==> src/rtl/crw_pkg.sv <==
package crw_pkg;
    // main word bit positions
    localparam int B_PE = 0;
    localparam int B_MP = 1;
    localparam int B_EM = 2;
    localparam int B_TS = 3;
    localparam int B_ET = 4;
    localparam int B_WP = 16;
    localparam int B_PG = 31;
    // extension word bit positions
    localparam int E_PSE   = 4;
    localparam int E_PAE   = 5;
    localparam int E_PGE   = 7;
    localparam int E_FXSR  = 9;
    localparam int E_UMIP  = 11;
    localparam int E_LA57  = 12;
    localparam int E_XSAVE = 18;
    localparam int E_SMEP  = 20;
    localparam int E_SMAP  = 21;
    localparam int E_PKE   = 22;
    localparam int E_PKS   = 24;
    // feature word bit positions
    localparam int F_LME = 8;
    localparam int F_LMA = 10;
    // mode flag positions
    localparam int M_PROT   = 0;
    localparam int M_ADDSEG = 1;
    localparam int M_MP     = 2;
    localparam int M_EM     = 3;
    localparam int M_TS     = 4;
    localparam int M_LONG   = 5;
    localparam int M_CODE64 = 6;
    localparam int M_FXSR   = 7;
    localparam int M_SMAP   = 8;
    localparam int M_UMIP   = 9;
    localparam int M_VEC    = 10;
    localparam int M_BND    = 11;
    localparam int M_KEEP   = 12;
    localparam int MODE_W   = 13;
    // capability, state-mask and config widths / positions
    localparam int CAP_W    = 5;
    localparam int STATE_W  = 8;
    localparam int S_SSE    = 1;
    localparam int S_YMM    = 2;
    localparam int S_BNDCSR = 4;
    localparam int CFG_W    = 2;
    localparam int PRIV_W   = 2;
    localparam int SEL_W    = 2;

    typedef enum logic [SEL_W-1:0] {
        SEL_MAIN = 2'd0,
        SEL_BASE = 2'd1,
        SEL_EXT  = 2'd2,
        SEL_FEAT = 2'd3
    } reg_sel_e;
endpackage

==> src/rtl/crw_main_path.sv <==
module crw_main_path
    import crw_pkg::*;
#(
    parameter int XLEN = 32
) (
    input  logic [XLEN-1:0]   old_main,
    input  logic [XLEN-1:0]   wr_val,
    input  logic [XLEN-1:0]   ext_cur,
    input  logic [XLEN-1:0]   feat_cur,
    input  logic [MODE_W-1:0] mode_cur,
    output logic [XLEN-1:0]   main_nx,
    output logic [XLEN-1:0]   feat_nx,
    output logic [MODE_W-1:0] mode_nx,
    output logic              flush_req
);
    logic entering;
    logic leaving;
    logic veto;

    always_comb begin
        flush_req = (old_main[B_PG] ^ wr_val[B_PG]) |
                    (old_main[B_WP] ^ wr_val[B_WP]) |
                    (old_main[B_PE] ^ wr_val[B_PE]);
        entering  = !old_main[B_PG] && wr_val[B_PG] && feat_cur[F_LME];
        leaving   = old_main[B_PG] && !wr_val[B_PG] && feat_cur[F_LMA];
        veto      = entering && !ext_cur[E_PAE];

        main_nx = old_main;
        feat_nx = feat_cur;
        mode_nx = mode_cur;
        if (!veto) begin
            if (entering) begin
                feat_nx[F_LMA]  = 1'b1;
                mode_nx[M_LONG] = 1'b1;
            end else if (leaving) begin
                feat_nx[F_LMA]    = 1'b0;
                mode_nx[M_LONG]   = 1'b0;
                mode_nx[M_CODE64] = 1'b0;
            end
            main_nx       = wr_val;
            main_nx[B_ET] = 1'b1;
            mode_nx[M_PROT] = wr_val[B_PE];
            if (!wr_val[B_PE]) begin
                mode_nx[M_ADDSEG] = 1'b1;
            end
            mode_nx[M_MP] = wr_val[B_MP];
            mode_nx[M_EM] = wr_val[B_EM];
            mode_nx[M_TS] = wr_val[B_TS];
        end
    end
endmodule

==> src/rtl/crw_ext_filter.sv <==
module crw_ext_filter
    import crw_pkg::*;
#(
    parameter int XLEN = 32
) (
    input  logic [XLEN-1:0]  old_ext,
    input  logic [XLEN-1:0]  wr_val,
    input  logic [CAP_W-1:0] cap,
    output logic [XLEN-1:0]  ext_nx,
    output logic             flush_req
);
    localparam int GATE_POS [CAP_W] = '{E_FXSR, E_SMAP, E_UMIP, E_PKE, E_PKS};

    logic [XLEN-1:0] toggle_m;

    always_comb begin
        toggle_m         = '0;
        toggle_m[E_PSE]  = 1'b1;
        toggle_m[E_PAE]  = 1'b1;
        toggle_m[E_PGE]  = 1'b1;
        toggle_m[E_LA57] = 1'b1;
        toggle_m[E_SMEP] = 1'b1;
        toggle_m[E_SMAP] = 1'b1;
        flush_req = |((old_ext ^ wr_val) & toggle_m);

        ext_nx = wr_val;
        for (int k = 0; k < CAP_W; k++) begin
            if (!cap[k]) begin
                ext_nx[GATE_POS[k]] = 1'b0;
            end
        end
    end
endmodule

==> src/rtl/crw_flag_calc.sv <==
module crw_flag_calc
    import crw_pkg::*;
#(
    parameter int XLEN = 32
) (
    input  logic [XLEN-1:0]    ext_val,
    input  logic [STATE_W-1:0] state_mask,
    input  logic [PRIV_W-1:0]  priv_lvl,
    input  logic [CFG_W-1:0]   user_cfg,
    input  logic [CFG_W-1:0]   sup_cfg,
    output logic               vec_en,
    output logic               bnd_en,
    output logic               bnd_keep
);
    localparam logic [PRIV_W-1:0] USER_LVL = '1;

    logic [CFG_W-1:0] cfg;

    always_comb begin
        cfg      = (priv_lvl == USER_LVL) ? user_cfg : sup_cfg;
        vec_en   = ext_val[E_XSAVE] && state_mask[S_SSE] && state_mask[S_YMM];
        bnd_en   = ext_val[E_XSAVE] && state_mask[S_BNDCSR] && cfg[0];
        bnd_keep = cfg[1];
    end
endmodule

==> src/rtl/ctl_reg_unit.sv <==
module ctl_reg_unit
    import crw_pkg::*;
#(
    parameter int XLEN = 32
) (
    input  logic               clk,
    input  logic               rst_n,
    input  logic               wr_en,
    input  logic [SEL_W-1:0]   wr_sel,
    input  logic [XLEN-1:0]    wr_data,
    input  logic               code64_set,
    input  logic [CAP_W-1:0]   cap_mask,
    input  logic [STATE_W-1:0] state_mask,
    input  logic [PRIV_W-1:0]  priv_lvl,
    input  logic [CFG_W-1:0]   bnd_user_cfg,
    input  logic [CFG_W-1:0]   bnd_sup_cfg,
    output logic [XLEN-1:0]    main_q,
    output logic [XLEN-1:0]    base_q,
    output logic [XLEN-1:0]    ext_q,
    output logic [XLEN-1:0]    feat_q,
    output logic [MODE_W-1:0]  mode_flags,
    output logic               flush
);
    typedef struct packed {
        logic [XLEN-1:0]   main;
        logic [XLEN-1:0]   base;
        logic [XLEN-1:0]   ext;
        logic [XLEN-1:0]   feat;
        logic [MODE_W-1:0] mode;
        logic              flush;
    } crw_state_t;

    crw_state_t st_d, st_q;
    reg_sel_e   sel;

    logic [MODE_W-1:0] mode_pre;
    logic [XLEN-1:0]   mp_main, mp_feat, ef_ext, ext_next;
    logic [MODE_W-1:0] mp_mode;
    logic              mp_flush, ef_flush;
    logic              fc_vec, fc_bnd, fc_keep;

    assign sel = reg_sel_e'(wr_sel);

    always_comb begin
        mode_pre = st_q.mode;
        if (code64_set) begin
            mode_pre[M_CODE64] = 1'b1;
        end
    end

    assign ext_next = (wr_en && sel == SEL_EXT) ? ef_ext : st_q.ext;

    crw_main_path #(.XLEN(XLEN)) i_main_path (
        .old_main  (st_q.main),
        .wr_val    (wr_data),
        .ext_cur   (st_q.ext),
        .feat_cur  (st_q.feat),
        .mode_cur  (mode_pre),
        .main_nx   (mp_main),
        .feat_nx   (mp_feat),
        .mode_nx   (mp_mode),
        .flush_req (mp_flush)
    );

    crw_ext_filter #(.XLEN(XLEN)) i_ext_filter (
        .old_ext   (st_q.ext),
        .wr_val    (wr_data),
        .cap       (cap_mask),
        .ext_nx    (ef_ext),
        .flush_req (ef_flush)
    );

    crw_flag_calc #(.XLEN(XLEN)) i_flag_calc (
        .ext_val    (ext_next),
        .state_mask (state_mask),
        .priv_lvl   (priv_lvl),
        .user_cfg   (bnd_user_cfg),
        .sup_cfg    (bnd_sup_cfg),
        .vec_en     (fc_vec),
        .bnd_en     (fc_bnd),
        .bnd_keep   (fc_keep)
    );

    always_comb begin
        st_d       = st_q;
        st_d.mode  = mode_pre;
        st_d.flush = 1'b0;
        if (wr_en) begin
            unique case (sel)
                SEL_MAIN: begin
                    st_d.main  = mp_main;
                    st_d.feat  = mp_feat;
                    st_d.mode  = mp_mode;
                    st_d.flush = mp_flush;
                end
                SEL_BASE: begin
                    st_d.base  = wr_data;
                    st_d.flush = st_q.main[B_PG];
                end
                SEL_EXT: begin
                    st_d.ext   = ef_ext;
                    st_d.flush = ef_flush;
                end
                SEL_FEAT: begin
                    st_d.feat         = wr_data;
                    st_d.mode[M_LONG] = wr_data[F_LMA];
                end
            endcase
        end
        st_d.mode[M_FXSR] = ext_next[E_FXSR];
        st_d.mode[M_SMAP] = ext_next[E_SMAP];
        st_d.mode[M_UMIP] = ext_next[E_UMIP];
        st_d.mode[M_VEC]  = fc_vec;
        st_d.mode[M_BND]  = fc_bnd;
        st_d.mode[M_KEEP] = fc_keep;
    end

    always_ff @(posedge clk) begin
        if (!rst_n) begin
            st_q              <= '0;
            st_q.main[B_ET]   <= 1'b1;
            st_q.mode[M_ADDSEG] <= 1'b1;
        end else begin
            st_q <= st_d;
        end
    end

    assign main_q     = st_q.main;
    assign base_q     = st_q.base;
    assign ext_q      = st_q.ext;
    assign feat_q     = st_q.feat;
    assign mode_flags = st_q.mode;
    assign flush      = st_q.flush;
endmodule

==> config.mk <==
export PLATFORM = sky130hd
export DESIGN_NAME = ctl_reg_unit
export DESIGN_NICKNAME = d
export VERILOG_FILES = /design/src/rtl/crw_pkg.sv /design/src/rtl/crw_main_path.sv /design/src/rtl/crw_ext_filter.sv /design/src/rtl/crw_flag_calc.sv /design/src/rtl/ctl_reg_unit.sv
export SDC_FILE = /design/constraint.sdc
export NUM_CORES = 1
export LEC_CHECK = 0
export BUFFER_PORTS_ARGS = -buffer_cell sky130_fd_sc_hd__buf_2
export CAP_MARGIN = 20
export CORE_ASPECT_RATIO = 0.7
export CORE_MARGIN = 2
export CORE_UTILIZATION = 30
export CTS_BUF_LIST = sky130_fd_sc_hd__clkbuf_16
export CTS_CLUSTER_DIAMETER = 50
export CTS_CLUSTER_SIZE = 8
export DETAILED_ROUTE_END_ITERATION = 8
export PLACE_DENSITY_LB_ADDON = 0.05
export SLEW_MARGIN = 20
export SYNTH_ARGS = -nofsm -noshare
export SYNTH_HDL_FRONTEND = slang
export SYNTH_SLANG_ARGS = --single-unit
==> constraint.sdc <==
create_clock -name clk -period 1.45 [get_ports clk]
set_input_delay 0.29 -clock clk [delete_from_list [all_inputs] [get_ports clk]]
set_output_delay 0.29 -clock clk [all_outputs]
set_load 0.01 [all_outputs]
# [Yosys cells after proc, flatten, opt, wreduce, memory -nomap -nowiden]
# Index checks and enable logic that the tools add are counted.
[classes] n_reduce_logical=22 n_eq_ne=6 n_bitwise=8 mux=21
[op_table] cell="32-bit one-hot mux with 2 select lines" count=1
[op_table] cell="22-bit 2-to-1 mux" count=1
[op_table] cell="22-bit bitwise XOR" count=1
[op_table] cell="1-bit 2-to-1 mux" count=12
[op_table] cell="1-bit logical AND" count=10
[op_table] cell="8-bit 2-to-1 mux" count=1
[op_table] cell="7-bit 2-to-1 mux" count=1
[op_table] cell="2-bit equality test (second input constant)" count=3
[op_table] cell="2-bit AND reduction" count=3
[op_table] cell="3-bit AND reduction" count=2
[op_table] cell="6-bit OR reduction" count=1
[op_table] cell="5-bit 2-to-1 mux" count=1
[op_table] cell="2-bit 2-to-1 mux" count=2
[op_table] cell="4-bit AND reduction" count=1
[op_table] cell="1-bit logical NOT" count=3
[op_table] cell="3-bit by 1-bit != test with 1-bit output (second input constant)" count=1
[op_table] cell="1-bit one-hot mux with 3 select lines" count=1
[op_table] cell="1-bit bitwise XOR" count=3
[op_table] cell="2-bit by 1-bit equality test with 1-bit output (second input constant)" count=1
[op_table] cell="2-bit logical NOT" count=1
[op_table] cell="2-bit != test (second input constant)" count=1
[op_table] cell="1-bit inverter" count=2
[op_table] cell="1-bit OR" count=2
[op_table] cell="1-bit one-hot mux with 2 select lines" count=1
[op_table] cell="2-bit nonzero test" count=1
[totals] out_inout_bits=142 regBits=140 input_bits=57

# [Logic depth before layout (Yosys ltp)]
# Gate-level depths: netlist (run 1).
[logic_depth] word_depth=8 ltp_mapped=7 depth_no_buf=6

# [Modules after synthesis]
# Synthesis (run 1) repeated with hierarchy kept, for this count alone.
[hier_totals] hier_cells=734 hier_area_um2=6985.4
[modules_own_cells] mod="ctl_reg_unit" area_each_um2=5664.2 n_inst=1 cells_each=591 seq_area_each_um2=2842.7
[modules_own_cells] mod="crw_main_path" area_each_um2=974.7 n_inst=1 cells_each=96 seq_area_each_um2=0.0
[modules_own_cells] mod="crw_ext_filter" area_each_um2=297.8 n_inst=1 cells_each=40 seq_area_each_um2=0.0
[modules_own_cells] mod="crw_flag_calc" area_each_um2=48.8 n_inst=1 cells_each=7 seq_area_each_um2=0.0

# [Worst setup path before layout (run 1)]
# OpenSTA, ideal clock, no wires.
[synth_timing] path_kind="reg-to-reg" startpoint="reg st_q, in the netlist main_q[31]" endpoint="reg st_q, in the netlist mode_flags[5]" arrival_time_ns=1.491 path_buffers=0 stages_incl_launch_ff=7 setup_time_ns=0.119 setup_slack_ns=-0.160 required_ns=1.331 cell_sequence="dfxtp_1 inv_1 ha_1 and3_1 a311o_1 and2_1 o221a_1"
[synth_between] elab_chain_len=6
[synth_lines] element="start: declaration" line="ctl_reg_unit.sv:33" text="crw_state_t st_d, st_q;"
[synth_lines] element="start signal: assignment" line="ctl_reg_unit.sv:124" text="st_q <= st_d;"
[synth_lines] element="1-bit logical NOT" line="crw_main_path.sv:24" text="entering = !old_main[B_PG] && wr_val[B_PG] && feat_cur[F_LME];"
[synth_lines] element="1-bit logical AND (2 in series)" line="crw_main_path.sv:24"
[synth_lines] element="1-bit 2-to-1 mux or 1-bit logical AND (tied branches)" line="crw_main_path.sv:32, crw_main_path.sv:26"
[synth_lines] element="7-bit 2-to-1 mux or 2-bit != test (tied branches)"
[synth_lines] element="1-bit one-hot mux with 2 select lines or 4-bit AND reduction (tied branches)"
# Several ways; a longest one is shown, not always the timed one. The select of a mux whose other input is x is not followed.
# A chain may end at the register's enable or synchronous reset.

# [Worst setup path in the final report (run 1)]
[layout_timing] startpoint="reg st_q, in the netlist main_q[31]" endpoint="reg st_q, in the netlist main_q[27]"
[layout_between] elab_chain_len=6
[layout_lines] element="1-bit logical NOT" line="crw_main_path.sv:24"
[layout_lines] element="1-bit logical AND (2 in series)" line="crw_main_path.sv:24"
[layout_lines] element="1-bit logical AND" line="crw_main_path.sv:26" text="veto = entering && !ext_cur[E_PAE];"
[layout_lines] element="1-bit inverter (no source line)"
[layout_lines] element="3-bit AND reduction (no source line)"
# Every way passes these cells.

==> results of run 1 <==
==> per-stage QoR <==
| stage | instances | util | power [µW] |
|---|---|---|---|
| detailed placement | 1034 | 0.395 | 4870 |
| global placement | 1034 | 0.395 | 4850 |
| CTS | 1069 | 0.432 | 8940 |
| global route | 1071 | 0.435 | 9220 |
| finish | 1072 | 0.435 | 8840 |
| floorplan | 621 | - | 4390 |
==> cell families after synthesis <==
| group | Yosys count | share of synthesized area |
|---|---|---|
| buffers and inverters | 54 | 0.0468 |
| and+or+nand+nor | 276 | 0.204 |
| muxes | 2 | 0.00404 |
| DFF | 136 | 0.517 |
| AOI/OAI and AO/OA | 136 | 0.197 |
| adders and majority gates | 7 | 0.0166 |
| xor gates and xnor gates | 8 | 0.0133 |
| other | 1 | 0.000713 |
==> cell usage in the layout (no fill, tap or decap), drive strengths merged <==
cell	Yosys	final
a211oi	1	1
a21boi	126	126
a311o	1	1
a31oi	1	1
and2	4	4
and3	2	2
buf	24	236
bufinv	0	2
clkbuf	24	18
clkinv	0	6
clkinvlp	0	2
conb	1	2
dfxtp	136	136
diode	0	1
ha	7	7
inv	6	9
mux2	1	1
mux2i	1	1
nand2	256	256
nand3	8	8
nand4	1	1
nor2	2	2
nor2b	1	1
nor3b	2	2
o211a	1	1
o211ai	1	1
o21ai	1	1
o221a	2	2
o2bb2ai	1	1
o31ai	1	1
xnor2	5	5
xor2	3	3
==> area by class of cell <==
class / count / area, µm² / area share
inverter: 6 / 22.5 / 0.00302
multi-input combinational: 431 / 2340 / 0.314
clock inverter: 13 / 115 / 0.0154
antenna: 1 / 2.50 / 0.000335
tap: 231 / 289 / 0.0387
clock buffer: 17 / 425 / 0.0570
sequential: 136 / 2730 / 0.366
timing repair buffer: 237 / 1530 / 0.206
==> power by group <==
part	switching (µW)	internal, µW
logic	486	394
registers	68.1	3860
clock network	1570	2460
total	2120	6720
==> registers in the layout (all words and copies together), names as in the netlist <==
name	count
base_q	32
ext_q	32
feat_q	32
flush	1
main_q	28
mode_flags	11
==> cell usage after synthesis, types with 2 or more instances <==
cell type,count
nor3b_1,2
nor2_1,2
inv_1,6
and3_1,2
nand3_1,8
ha_1,7
buf_4,7
xnor2_1,5
xor2_1,3
buf_2,14
buf_1,3
dfxtp_1,136
o221a_1,2
and2_1,4
a21boi_0,120
clkbuf_1,24
nand2_1,256
a21boi_1,6
==> timing repair <==
action | in CTS | in global routing
cloned | 1 | 1
buffers inserted | 5 | 1
pin swaps | 10 | 13
setup endpoints to repair | 35 | 35
gates resized for setup | 34 | 4
==> worst paths after layout <==
| kind | start | end | slack (ns) |
|---|---|---|---|
| setup / recovery | main_q[31]$_SDFFE_PN0P_ | main_q[27]$_SDFFE_PN0P_ | -0.04 |
| hold / removal | state_mask[1] | mode_flags[10]$_SDFF_PN0_ | 0.08 |
| setup reg to reg | main_q[31]$_SDFFE_PN0P_ | main_q[27]$_SDFFE_PN0P_ | -0.04 |
| hold reg to reg | main_q[21]$_SDFFE_PN0P_ | main_q[21]$_SDFFE_PN0P_ | 0.44 |
==> worst register-to-register path, delay by kind of cell (launching register included) <==
kind | cells | cell delay (ns)
fa+ha+maj | 1 | 0.13
flops | 1 | 0.34
compound gates | 2 | 0.35
buf+inv | 4 | 0.47
simple gates | 2 | 0.13
==> per-layer routing <==
metal | vias up | routed length [µm] | GRT usage
met2 | 161 | 7400 | 0.277
met4 | 0 | 349 | 0.0696
met5 | - | 0 | 0
met1 | 2292 | 7980 | 0.244
met3 | 20 | 1320 | 0.0685
li1 | 2422 | - | -
==> qor.txt, run 1 <==
status - finished, violations left
failing checks - negative setup slack
Via Count - 4895
Core Box Area - 17200 µm²
nets - 893
Synth area leader - dfxtp_1
Place WS - -0.141 ns
Top FF cell, synth - dfxtp_1
Syn Inst Count - 620
Worst path slowest cell - dfxtp_4
Min Hold Slack - 0.0811 ns
final setup TNS - -0.262 ns
leading post-synthesis cells by cell area - dfxtp_1, nand2_1, a21boi_0, clkbuf_1, ha_1
Design Area, Final - 7460 µm²
initial antenna violation count - 0
Max VDD drop - 0.000555 V
CTS Hold Bufs - 0
CTS root buf - clkbuf_16
TritonCTS clock tree - done
Slew Limit Fails - 0
Initial Utilization - 0.306
worst-path cell chain - inv_2 -> ha_4 -> nand2_2 -> buf_6 -> o211ai_4 -> buf_12 -> buf_12 -> nand2_1 -> a21boi_1
CTS Buf Count - 17
DP Area - 6790 µm²
worst r2r path cells - 9
Setup-failing EPs final - 12
die height - 115 µm
worst min path class - input pin to register
Setup crit start kind - register
crit-path max FO - 5
Crit path depth - 9
WP data required - 1.79 ns
WHS Path Cells - 3
Max-Cap Viols - 0
largest net degree at the start of global routing - 71
Synth Area per Inst - 8.49 µm²
via/cell ratio - 4.57
Leakage - 0.00332 µW
critical path endpoint category - register
Antenna Nets Post-Route - 0
Worst Path Buf+Inv - 4
post-synthesis register bit count - 136
first-pass GRT wire length - 25.7 mm
Clock Skew - 0.00822 ns
GRT Util Overall - 0.185
critical path arrival - 1.83 ns
I/O Buffers - 191
clk sinks - 136
synthesis-to-finish area growth - 41.8%
Yosys cell types - 31
1st-pass router iterations - 5
Residual DRC - 0
Clk Latency, worst-skew pair - 0.42 ns
IO Pins - 199
Syn. warnings - 0
Worst-path clk slew - 0.06 ns
Detail Placement HPWL - 12.0 mm
Site Rows - 40
final hold vios - 0
CP max stage delay - 0.34 ns
post-layout worst setup margin - -0.0430 ns
fillers - 1748
RSZ-0062 raised after global routing - true
Mapped Area - 5260 µm²
Final Critical Period - 1.49 ns
Synth async-reset ratio - 0
Yosys top cell area share - 0.517
clock tree buffer depth - 2
EDFF count, synth - 0
GPL Wtd Cong - 0.780
Pwr Density - 1180 nW/µm²
H-tree depth - 4
crit path kind - register to register
total grt overflow - 0
family with the most delay on the worst path - buffers and inverters
WL/cell - 15.9 µm
Starting DRT DRC Count - 194
sequential share of the synthesized area - 0.517
vias in the first global route - 4708
Fmax - 670 MHz
Die Footprint - 18600 µm²
most used cell, CP - buf_12
die width - 162 µm
layout cell share with drive strength beyond 1 - 0.326
final period utilization - 1.03
total wire length - 17.1 mm
(Power assumes the default switching activity.)
==> run 2: changes to the inputs <==
--- a/config.mk
+++ b/config.mk
@@ -9,11 +9,12 @@
 export CAP_MARGIN = 20
 export CORE_ASPECT_RATIO = 0.7
 export CORE_MARGIN = 2
-export CORE_UTILIZATION = 30
+export CORE_UTILIZATION = 44
 export CTS_BUF_LIST = sky130_fd_sc_hd__clkbuf_16
 export CTS_CLUSTER_DIAMETER = 50
 export CTS_CLUSTER_SIZE = 8
 export DETAILED_ROUTE_END_ITERATION = 8
+export GPL_TIMING_DRIVEN = 0
 export PLACE_DENSITY_LB_ADDON = 0.05
 export SLEW_MARGIN = 20
 export SYNTH_ARGS = -nofsm -noshare
==> run 2 against run 1 <==
Compared with the run above: the flow still finishes with violations (negative setup slack); cell count fell by 6.5%; highest routed layer unchanged; largest cell class unchanged; combinational power down 8.4%; die area is 31% lower; critical endpoint is now mode_flags[5]$_SDFFE_PN0P_; sequential share of layout area grew 1.9 points; critical path type unchanged.
==> qor.txt, run 2 (synthesized netlist as in run 1, its figures left out) <==
status - finished, violations left (unchanged)
clock tree buffer depth - 2 (unchanged)
worst rel slew slack - 0.595
Via Count - 4874 (was 4895)
1st-pass router iterations - 5 (unchanged)
H-tree depth - 4 (unchanged)
CTS Hold Bufs - 0 (unchanged)
Max-Cap Viols - 0 (unchanged)
Antenna Nets Post-Route - 0 (unchanged)
HP Start - state_mask[1] (unchanged)
initial antenna violation count - 0 (unchanged)
CP max stage delay - 0.37 ns (was 0.34 ns)
Reg-to-Reg Start - main_q[31]$_SDFFE_PN0P_ (unchanged)
WHS Path Cells - 3 (unchanged)
Pint - 6510 µW (was 6720 µW)
Setup-failing EPs final - 2 (was 12)
TritonCTS clock tree - done (unchanged)
IO Pins - 199 (unchanged)
fillers - 1076 (was 1748)
crit-path max FO - 5 (unchanged)
clk sinks - 136 (unchanged)
FF-to-FF End - mode_flags[5]$_SDFFE_PN0P_ (was main_q[27]$_SDFFE_PN0P_)
worst r2r path cells - 6 (was 9)
Reg power frac - 0.453 (was 0.444)
Design Area, Final - 7080 µm² (was 7460 µm²)
Slew Limit Fails - 0 (unchanged)
Leakage - 0.00317 µW (was 0.00332 µW)
final hold vios - 0 (unchanged)
Pwr Density - 1230 nW/µm² (was 1180 nW/µm²)
Clock Power Share - 0.455 (was 0.456)
Worst R2R Setup Slack - -0.08 ns (was -0.04 ns)
Clock Skew - 0.00929 ns (was 0.00822 ns)
Fmax - 655 MHz (was 670 MHz)
Max VDD drop - 0.000824 V (was 0.000555 V)
largest net degree at the start of global routing - 17 (was 71)
Clk Latency, worst-skew pair - 0.42 ns (about the same)
RSZ-0062 raised after global routing - true (unchanged)
Detail Placement HPWL - 11.8 mm (was 12.0 mm)
die width - 135 µm (was 162 µm)
Worst-path clk slew - 0.06 ns (about the same)
worst min path class - input pin to register (unchanged)
critical path endpoint category - register (unchanged)
Site Rows - 33 (was 40)
die height - 95.5 µm (was 115 µm)
switching share of power - 0.250 (was 0.240)
layout cell share with drive strength beyond 1 - 0.304 (was 0.326)
Die Footprint - 12900 µm² (was 18600 µm²)
Worst path slowest cell - dfxtp_4 (unchanged)
post-layout worst setup margin - -0.0773 ns (was -0.0430 ns)
Combinational Power Share - 0.093 (was 0.099)
total wire length - 16.2 mm (was 17.1 mm)
total grt overflow - 0 (unchanged)
CTS Buf Count - 17 (unchanged)
worst-path cell chain - inv_2 -> ha_4 -> and3_4 -> a311o_1 -> and2_4 -> o221a_1 (was inv_2 -> ha_4 -> nand2_2 -> buf_6 -> o211ai_4 -> buf_12 -> buf_12 -> nand2_1 -> a21boi_1)
nets - 897 (was 893)
non-filler cells, final - 1002 (was 1072)
commonest non-fill, non-tap cell in the layout - nand2_1 (unchanged)
GRT Util Overall - 0.254 (was 0.185)
worst-case hold path end point - mode_flags[10]$_SDFF_PN0_ (unchanged)
critical path arrival - 1.84 ns (was 1.83 ns)
I/O Buffers - 190 (was 191)
WL/cell - 16.2 µm (was 15.9 µm)
synthesis-to-finish area growth - 34.6% (was 41.8%)
vias in the first global route - 4719 (was 4708)
antenna fix cells - 0 (was 1)
WP data required - 1.76 ns (was 1.79 ns)
GPL Wtd Cong - 0.801 (was 0.780)
Core Box Area - 11700 µm² (was 17200 µm²)
DP Area - 6430 µm² (was 6790 µm²)
Starting DRT DRC Count - 252 (was 194)
multi-input combinational cell area - 2340 µm² (about the same)
crit path kind - register to register (unchanged)
CTS root buf - clkbuf_16 (unchanged)
Initial Utilization - 0.450 (was 0.306)
register area - 2730 µm² (about the same)
highest-count cells in the layout ignoring fill and taps - nand2_1, buf_2, dfxtp_1 (unchanged)
placed instance count - 968 (was 1034)
net switching power figure - 2170 µW (was 2120 µW)
Final Critical Period - 1.53 ns (was 1.49 ns)
failing checks - negative setup slack (unchanged)
via/cell ratio - 4.86 (was 4.57)
final period utilization - 1.05 (was 1.03)
Residual DRC - 0 (unchanged)
first-pass GRT wire length - 24.6 mm (was 25.7 mm)
Slew @ Worst Pin - 0.607 ns
Setup crit start kind - register (unchanged)
[run 2: cell types whose count changed in the layout (fill, tap and decap cells not counted), moves of 4 or more]
cell,change
clkbuf_1,+20
buf_4,-16
buf_12,-13
a21boi_0,+12
a21boi_1,-12
buf_2,+8
clkinv_4,+4
[run 2: critical path, delay by kind of cell, from the launching register on]
kind	cells	cell delay (ns)
AO/OA/AOI/OAI	2	0.53
buffers and inverters	1	0.05
AND/OR/NAND/NOR	2	0.32
adder cells (fa/ha/maj)	1	0.16
flip-flops	1	0.37
[run 2: final cells by class]
type	count	share of cell area
buffer	47	0.0362
clock buffer	17	0.0601
clock inverter	14	0.0159
inverter	6	0.00318
multi-input combinational	431	0.330
sequential	136	0.385
tap	157	0.0277
timing repair buffer	194	0.141
[run 2: what timing repair did]
action | CTS | global route
gates cloned | 0 | 2
endpoints found under the setup margin | 44 | 47
buffers inserted | 0 | 2
gates resized for setup | 14 | 27
pin swaps | 3 | 1
[run 2: worst max path at each step]
stage | slack (ns) | startpoint | to
after global routing | -0.11 | main_q[31]$_SDFFE_PN0P_ | feat_q[10]$_SDFFE_PN0P_
after CTS | -0.05 | main_q[31]$_SDFFE_PN0P_ | feat_q[10]$_SDFFE_PN0P_
final | -0.08 | main_q[31]$_SDFFE_PN0P_ | mode_flags[5]$_SDFFE_PN0P_
after global placement | -0.46 | wr_sel[0] | ext_q[31]$_SDFFE_PN0P_
after floorplan | -0.04 | main_q[31]$_SDFFE_PN0P_ | mode_flags[5]$_SDFFE_PN0P_
after detailed placement | -0.50 | wr_sel[0] | ext_q[25]$_SDFFE_PN0P_
[run 2: per-layer routing]
metal / global-route usage / wire length, µm
met1: 0.333 / 7420
met2: 0.407 / 7260
met3: 0.0617 / 1330
met4: 0.0982 / 227
met5: 0 / 0
[run 2: power by group through the flow]
stage	registers, µW	clock network, µW	logic (µW)
after global routing	3940	4160	886
after floorplan	4060	0	329
after detailed placement	4010	0	773
final	3930	3950	806
after CTS	3930	4000	788
after global placement	4000	0	759
[run 2: through the flow]
step	utilization	hold WS [ns]	TNS [ns]	setup slack (ns)	power [µW]
global route	0.606	0.102	-0.256	-0.106	8990
finish	0.606	0.0815	-0.148	-0.0773	8690
CTS	0.600	0.0754	-0.174	-0.0533	8720
global placement	0.550	0.439	-24.20	-0.461	4760
floorplan	-	0.404	-0.0738	-0.0369	4390
detailed placement	0.550	0.447	-29.81	-0.504	4780
